--- config.mk ---
export PLATFORM = sky130hd
export DESIGN_NAME = irq_prio_ctrl
export DESIGN_NICKNAME = d
export VERILOG_FILES = /design/src/rtl/irq_prio_pkg.sv /design/src/rtl/irq_prio_enc.sv /design/src/rtl/irq_pend_mask.sv /design/src/rtl/irq_ack_resp.sv /design/src/rtl/irq_prio_ctrl.sv
export SDC_FILE = /design/constraint.sdc
export NUM_CORES = 1
export LEC_CHECK = 0
export BUFFER_PORTS_ARGS = -buffer_cell sky130_fd_sc_hd__buf_2
export CAP_MARGIN = 20
export CORE_UTILIZATION = 46
export DETAILED_ROUTE_END_ITERATION = 6
export PLACE_DENSITY = 0.72
export SYNTH_ARGS = -nofsm -noshare
export SYNTH_HDL_FRONTEND = slang
export SYNTH_SLANG_ARGS = --single-unit
--- constraint.sdc ---
create_clock -name clk -period 1.6 [get_ports clk]
set_input_delay 0.24 -clock clk [delete_from_list [all_inputs] [get_ports clk]]
set_output_delay 0.24 -clock clk [all_outputs]
set_load 0.05 [all_outputs]
--- src/rtl/irq_prio_pkg.sv ---
package irq_prio_pkg;
  typedef enum logic {
    ACK_SPURIOUS = 1'b0,
    ACK_AUTOVEC  = 1'b1
  } ack_kind_e;
endpackage

--- src/rtl/irq_prio_enc.sv ---
// Priority search: returns the index of the highest set bit above bit 0.
module irq_prio_enc #(
  parameter int LEVELS = 7,
  parameter int LVL_W  = 3
) (
  input  logic [LEVELS:0]  mask_i,
  output logic [LVL_W-1:0] lvl_o
);
  always_comb begin
    lvl_o = '0;
    for (int i = 1; i <= LEVELS; i++) begin
      if (mask_i[i]) lvl_o = LVL_W'(i);
    end
  end
endmodule

--- src/rtl/irq_pend_mask.sv ---
// Pending-request register: one bit per level, bit 0 never used.
module irq_pend_mask #(
  parameter int LEVELS  = 7,
  parameter int LVL_W   = 3,
  parameter int NMI_LVL = 7
) (
  input  logic             clk,
  input  logic             rst,
  input  logic             set_vld,
  input  logic [LVL_W-1:0] set_lvl,
  input  logic             clr_vld,
  input  logic [LVL_W-1:0] clr_lvl,
  input  logic             nmi_clr,
  output logic [LEVELS:0]  mask_q,
  output logic [LEVELS:0]  mask_d,
  output logic             set_new,
  output logic             clr_hit
);
  logic [LEVELS:0] set_oh;
  logic [LEVELS:0] clr_oh;

  genvar g;
  generate
    for (g = 0; g <= LEVELS; g++) begin : g_dec
      if (g == 0) begin : g_zero
        assign set_oh[g] = 1'b0;
        assign clr_oh[g] = 1'b0;
      end else begin : g_lvl
        assign set_oh[g] = set_vld && (set_lvl == LVL_W'(g));
        assign clr_oh[g] = (clr_vld && (clr_lvl == LVL_W'(g))) ||
                           (nmi_clr && (g == NMI_LVL));
      end
    end
  endgenerate

  // set applied after clear: a same-level set wins
  assign mask_d  = (mask_q & ~clr_oh) | set_oh;
  assign set_new = |(set_oh & ~mask_q);
  assign clr_hit = |clr_oh;

  always_ff @(posedge clk) begin
    if (rst) mask_q <= '0;
    else     mask_q <= mask_d;
  end

  p_set_lands_r6: assert property (@(posedge clk) disable iff (rst)
    (set_vld && set_lvl != '0 && int'(set_lvl) <= LEVELS)
      |=> mask_q[$past(set_lvl)]);

  p_clear_lands_r4: assert property (@(posedge clk) disable iff (rst)
    (clr_vld && clr_lvl != '0 && int'(clr_lvl) <= LEVELS &&
     !(set_vld && set_lvl == clr_lvl))
      |=> !mask_q[$past(clr_lvl)]);

  p_nmi_drop_r9: assert property (@(posedge clk) disable iff (rst)
    (nmi_clr && !(set_vld && int'(set_lvl) == NMI_LVL))
      |=> !mask_q[NMI_LVL]);

  p_bit0_idle_r10: assert property (@(posedge clk) disable iff (rst)
    !mask_q[0]);
endmodule

--- src/rtl/irq_ack_resp.sv ---
// Acknowledge responder: autovector for mapped levels, spurious otherwise.
module irq_ack_resp
  import irq_prio_pkg::*;
#(
  parameter int              LEVELS  = 7,
  parameter int              LVL_W   = 3,
  parameter int              NMI_LVL = 7,
  parameter logic [LEVELS:0] DEV_MAP = 8'b1000_0110
) (
  input  logic             clk,
  input  logic             rst,
  input  logic             ack_vld,
  input  logic [LVL_W-1:0] ack_lvl,
  output logic             nmi_clr,
  output logic             done_q,
  output ack_kind_e        kind_q
);
  logic mapped;

  always_comb begin
    mapped = 1'b0;
    for (int i = 0; i <= LEVELS; i++) begin
      if (ack_lvl == LVL_W'(i)) mapped = DEV_MAP[i];
    end
  end

  assign nmi_clr = ack_vld && (ack_lvl == LVL_W'(NMI_LVL));

  always_ff @(posedge clk) begin
    if (rst) begin
      done_q <= 1'b0;
      kind_q <= ACK_SPURIOUS;
    end else begin
      done_q <= ack_vld;
      kind_q <= (ack_vld && mapped) ? ACK_AUTOVEC : ACK_SPURIOUS;
    end
  end

  p_ack_answered_r7: assert property (@(posedge clk) disable iff (rst)
    ack_vld |=> done_q);

  p_no_extra_done_r7: assert property (@(posedge clk) disable iff (rst)
    !ack_vld |=> !done_q);

  p_spurious_r8: assert property (@(posedge clk) disable iff (rst)
    (ack_vld && int'(ack_lvl) <= LEVELS && !DEV_MAP[ack_lvl])
      |=> (kind_q == ACK_SPURIOUS));
endmodule

--- src/rtl/irq_prio_ctrl.sv ---
module irq_prio_ctrl
  import irq_prio_pkg::*;
#(
  parameter int              LEVELS  = 7,
  parameter int              NMI_LVL = LEVELS,
  parameter logic [LEVELS:0] DEV_MAP = 8'b1000_0110,
  localparam int             LVL_W   = $clog2(LEVELS + 1)
) (
  input  logic             clk,
  input  logic             rst,
  input  logic             set_vld,
  input  logic [LVL_W-1:0] set_lvl,
  input  logic             clr_vld,
  input  logic [LVL_W-1:0] clr_lvl,
  input  logic             ack_vld,
  input  logic [LVL_W-1:0] ack_lvl,
  output logic [LVL_W-1:0] prio_lvl,
  output logic             ack_done,
  output logic             ack_autovec
);
  logic [LEVELS:0]  mask_q;
  logic [LEVELS:0]  mask_d;
  logic             set_new;
  logic             clr_hit;
  logic             nmi_clr;
  logic [LVL_W-1:0] rescan_lvl;
  logic [LVL_W-1:0] lvl_q;
  ack_kind_e        kind_q;

  irq_ack_resp #(
    .LEVELS(LEVELS), .LVL_W(LVL_W), .NMI_LVL(NMI_LVL), .DEV_MAP(DEV_MAP)
  ) u_ack (
    .clk(clk), .rst(rst), .ack_vld(ack_vld), .ack_lvl(ack_lvl),
    .nmi_clr(nmi_clr), .done_q(ack_done), .kind_q(kind_q)
  );

  irq_pend_mask #(
    .LEVELS(LEVELS), .LVL_W(LVL_W), .NMI_LVL(NMI_LVL)
  ) u_pend (
    .clk(clk), .rst(rst),
    .set_vld(set_vld), .set_lvl(set_lvl),
    .clr_vld(clr_vld), .clr_lvl(clr_lvl),
    .nmi_clr(nmi_clr),
    .mask_q(mask_q), .mask_d(mask_d),
    .set_new(set_new), .clr_hit(clr_hit)
  );

  irq_prio_enc #(.LEVELS(LEVELS), .LVL_W(LVL_W)) u_enc (
    .mask_i(mask_d), .lvl_o(rescan_lvl)
  );

  // any clear rescans; a set only raises when it is new and higher
  always_ff @(posedge clk) begin
    if (rst)                                 lvl_q <= '0;
    else if (clr_hit)                        lvl_q <= rescan_lvl;
    else if (set_new && (set_lvl > lvl_q))   lvl_q <= set_lvl;
  end

  assign prio_lvl    = lvl_q;
  assign ack_autovec = (kind_q == ACK_AUTOVEC);

  p_lvl_pending_r4: assert property (@(posedge clk) disable iff (rst)
    (lvl_q != '0) |-> mask_q[lvl_q]);

  p_none_above_r4: assert property (@(posedge clk) disable iff (rst)
    ((mask_q >> lvl_q) <= (LEVELS + 1)'(1)));

  p_quiet_hold_r3: assert property (@(posedge clk) disable iff (rst)
    (!set_vld && !clr_vld && !ack_vld) |=> $stable(prio_lvl));

  p_rise_r2: assert property (@(posedge clk) disable iff (rst)
    (set_vld && set_lvl > prio_lvl && int'(set_lvl) <= LEVELS &&
     !clr_vld && !ack_vld) |=> (prio_lvl == $past(set_lvl)));
endmodule

==> flow_metrics.env <==
export IMPL_clk_latency_ns=0.28
export IMPL_globalRouteOverflowTotal=0
export IMPL_dieArea_mm2=0.001960
export IMPL_path_max_fanout=2
export IMPL_ir_worst_vdd_mv=0.5235
export IMPL_slew_violations=0
export IMPL_netlist_area_um2=822.0
export IMPL_crit_family="simple AND/OR/NAND/NOR gates"
export IMPL_utilization_pct=69.94
export IMPL_cellPowerDensity_mw_per_mm2=779.0
export IMPL_grt_pass1_vias=832
export IMPL_wl_mm=2.115
export IMPL_holdCritPathClass="in2reg"
export IMPL_start_util_pct=51.57
export IMPL_syn_nets=113
export IMPL_finalSetupViolations=1
export IMPL_r2r_end="prio_lvl[0]$_SDFFE_PP0P_"
export IMPL_worstPathRequired_ns=1.79
export IMPL_cts_tree="yes"
export IMPL_yosys_warnings=0
export IMPL_hp_start="ack_vld"
export IMPL_dr_pass1_iters=4
export IMPL_setup_ws_ns=-0.08053
export IMPL_fin_crit_ns=1.681
export IMPL_crit_arrival_ns=1.88
export IMPL_n_fill_cell=157
export IMPL_hpwl_mm=1.598
export IMPL_numCtsBuffers=3
export IMPL_cts_num_sinks=12
export IMPL_r2r_cells=5
export IMPL_busiest_layer="met2"
export IMPL_rsz0062_at_grt="true"
export IMPL_slew_headroom_pct=73.36
export IMPL_ys_seq_area_share_pct=29.22
export IMPL_synth_area_per_cell_um2=8.563
export IMPL_drt_iter0_drc=17
export IMPL_diodes=0
export IMPL_met1_usage_pct=28.39
export IMPL_postSynth_asyncResetShare_pct=0
export IMPL_whs_endpoint="u_ack.done_q$_SDFF_PP0_"
export IMPL_cp_num_buf_inv=0
export IMPL_fmax_mhz=595.1
export IMPL_clockRootBuffer="clkbuf_4"
export IMPL_ys_flop_type="dfxtp_1"
export IMPL_drc=0
export IMPL_synthDistinctLibCells=40
export IMPL_maxCapViolCount=0
export IMPL_crit_path_start_kind="flop"
export IMPL_drtAntennaViolNets=0
export IMPL_use_met3_pct=2.857
export IMPL_syn_inst=96
export IMPL_chipWidth_um=44.28
export IMPL_place_inst=146
export IMPL_hold_slack_ns=0.2221
export IMPL_min_period_over_period_pct=105.0
export IMPL_end_kind="flop"
export IMPL_grt_max_degree=12
export IMPL_finalNonFillerCells=151
export IMPL_ctsHoldBuffers=0
export IMPL_rows=14
export IMPL_gp_congestion=0.8628
export IMPL_min_path_cells=2
export IMPL_track_usage_pct=23.75
export IMPL_violations="negative setup slack"
export IMPL_wl_per_cell_um=14.01
export IMPL_antenna_found_initial=0
export IMPL_clk_pin_slew_ns=0.08
export IMPL_multi_input_area_um2=586.8
export IMPL_grt_use_met2_pct=42.06
export IMPL_r2r_start="u_pend.mask_q[2]$_SDFF_PP0_"
export IMPL_leakage_nw=0.4513
export IMPL_die_h_um=44.28
export IMPL_cp_cell_sequence="mux2_4 > o32a_1 > and3_4 > or3_4 > a311oi_2"
export IMPL_seq_area_um2=247.7
export IMPL_vias=890
export IMPL_tightestPinTransition_ns=0.3997
export IMPL_rrSetupSlack_ns=-0.08
export IMPL_layout_nets=145
export IMPL_avgViaCountPerCell=5.894
export IMPL_synth_edf_count=0
export IMPL_hold_viol=0
export IMPL_cts_buffer_depth=2
export IMPL_area_growth_pct=35.62
export IMPL_coreArea_mm2=0.001594
export IMPL_status="finished, violations left"
export IMPL_fin_skew_ns=0.005464
export IMPL_cts_htree_levels=1
export IMPL_path_class="reg2reg"
export IMPL_io_buffers=18
export IMPL_drive_gt1_share_pct=40.16
export IMPL_synth_seq_cells=12
export IMPL_cpMaxStageDelayCell="or3_4"
export IMPL_critPathMaxStageDelay_ns=0.36
export IMPL_io_pins=19
export IMPL_grt_pass1_wl_mm=3.456
-- layout by cell type (no fill, tap or decap), types with 2 or more instances in the layout --
master and count:
o21ai_0 3, clkbuf_4 3, ha_1 2, nand4b_1 3
nand3_1 5, dfxtp_2 3, nand4bb_1 2, nor2b_1 4
and2_1 4, o2111ai_2 2, o21a_1 2, and4_1 2
nor2_1 6, a32oi_1 4, inv_1 4, nand2_1 3
dfxtp_1 8, buf_2 18, o32a_1 2, buf_4 14
o21ai_1 3, a31oi_1 3, nand4_1 3
-- worst max path at each step --
stage,startpoint,end,slack (ns),cells after the start
finish,u_pend.mask_q[2]$_SDFF_PP0_,prio_lvl[0]$_SDFFE_PP0P_,-0.08,5
global route,u_pend.mask_q[2]$_SDFF_PP0_,prio_lvl[0]$_SDFFE_PP0P_,-0.12,5
global placement,set_lvl[0],prio_lvl[0]$_SDFFE_PP0P_,-0.16,6
CTS,u_pend.mask_q[2]$_SDFF_PP0_,prio_lvl[0]$_SDFFE_PP0P_,-0.08,5
detailed placement,set_lvl[0],prio_lvl[0]$_SDFFE_PP0P_,-0.19,6
floorplan,prio_lvl[1]$_SDFFE_PP0P_,prio_lvl[0]$_SDFFE_PP0P_,-0.08,7
-- state kept, by name, summed over array words and instances, names as in the netlist --
register       flops
u_ack.kind_q       1
u_ack.done_q       1
u_pend.mask_q      7
prio_lvl           3
-- per-stage QoR --
step | total power, mW | instance area [µm²] | TNS [ns] | setup WS, ns
2_1_floorplan | 0.5045 | 844.6 | -0.08007 | -0.08007
3_3_place_gp | 0.5966 | 1039 | -0.1759 | -0.1552
3_5_place_dp | 0.6029 | 1039 | -0.3124 | -0.1891
4_1_cts | 0.8508 | 1075 | -0.07650 | -0.07650
5_1_grt | 0.9176 | 1115 | -0.1355 | -0.1239
6_report | 0.8685 | 1115 | -0.08053 | -0.08053
-- report_power, final --
part	total (mW)	switching (mW)	leakage, nW	internal, mW
sequential	0.329	0.0110	0.100	0.318
clock	0.245	0.107	0.0210	0.138
combinational	0.294	0.165	0.330	0.130
total	0.868	0.283	0.451	0.586
-- logic make-up (layout without fill, tap and decap cells) --
logic type,Yosys count,after routing,share of synthesized area [%]
muxes,2,2,3.044
and+or+nand+nor,38,38,30.29
buffers and inverters,10,41,5.175
xor gates and xnor gates,1,1,1.066
adders and majority gates,3,3,4.567
AOI/OAI and AO/OA,30,30,26.64
DFF,12,12,29.22
-- worst register-to-register path: cells and delay by family, from the launching register on --
kind / cells / cell delay [ns]
AOI/OAI and AO/OA: 2 / 0.48
DFF: 1 / 0.33
muxes: 1 / 0.26
and+or+nand+nor: 2 / 0.53
-- synthesized netlist by cell type (3+ instances only) --
library cell	count	area [µm²]
inv_1	5	18.77
o21ai_1	3	15.01
nand4_1	3	18.77
nor2b_1	5	31.28
dfxtp_1	12	240.2
a32oi_1	4	35.03
nor2_1	6	22.52
clkbuf_1	3	11.26
nand4b_1	3	26.28
and2_1	4	25.02
a31oi_1	3	18.77
nand3_1	5	25.02
o21ai_0	4	20.02
nand2_1	3	11.26
ha_1	3	37.54
-- area by class of cell --
class / instances / area share [%]
Tap cell: 24 / 2.694
Sequential cell: 12 / 22.22
Inverter: 5 / 1.684
Timing Repair Buffer: 32 / 17.51
Multi-Input combinational cell: 74 / 52.64
Clock buffer: 4 / 3.255
-- metal layers --
metal / vias to the layer above / share of wire, %
met5: - / 0
met1: 427 / 46
met3: 4 / 2.7
met4: 0 / 1.3
met2: 18 / 50
li1: 441 / -
-- repair_timing --
item | 4_1_cts | 5_1_grt
setup buffers | 0 | 1
pin swaps | 1 | 4
setup endpoints to repair | 1 | 3
gates resized for setup | 0 | 6
(Power assumes the default switching activity.)
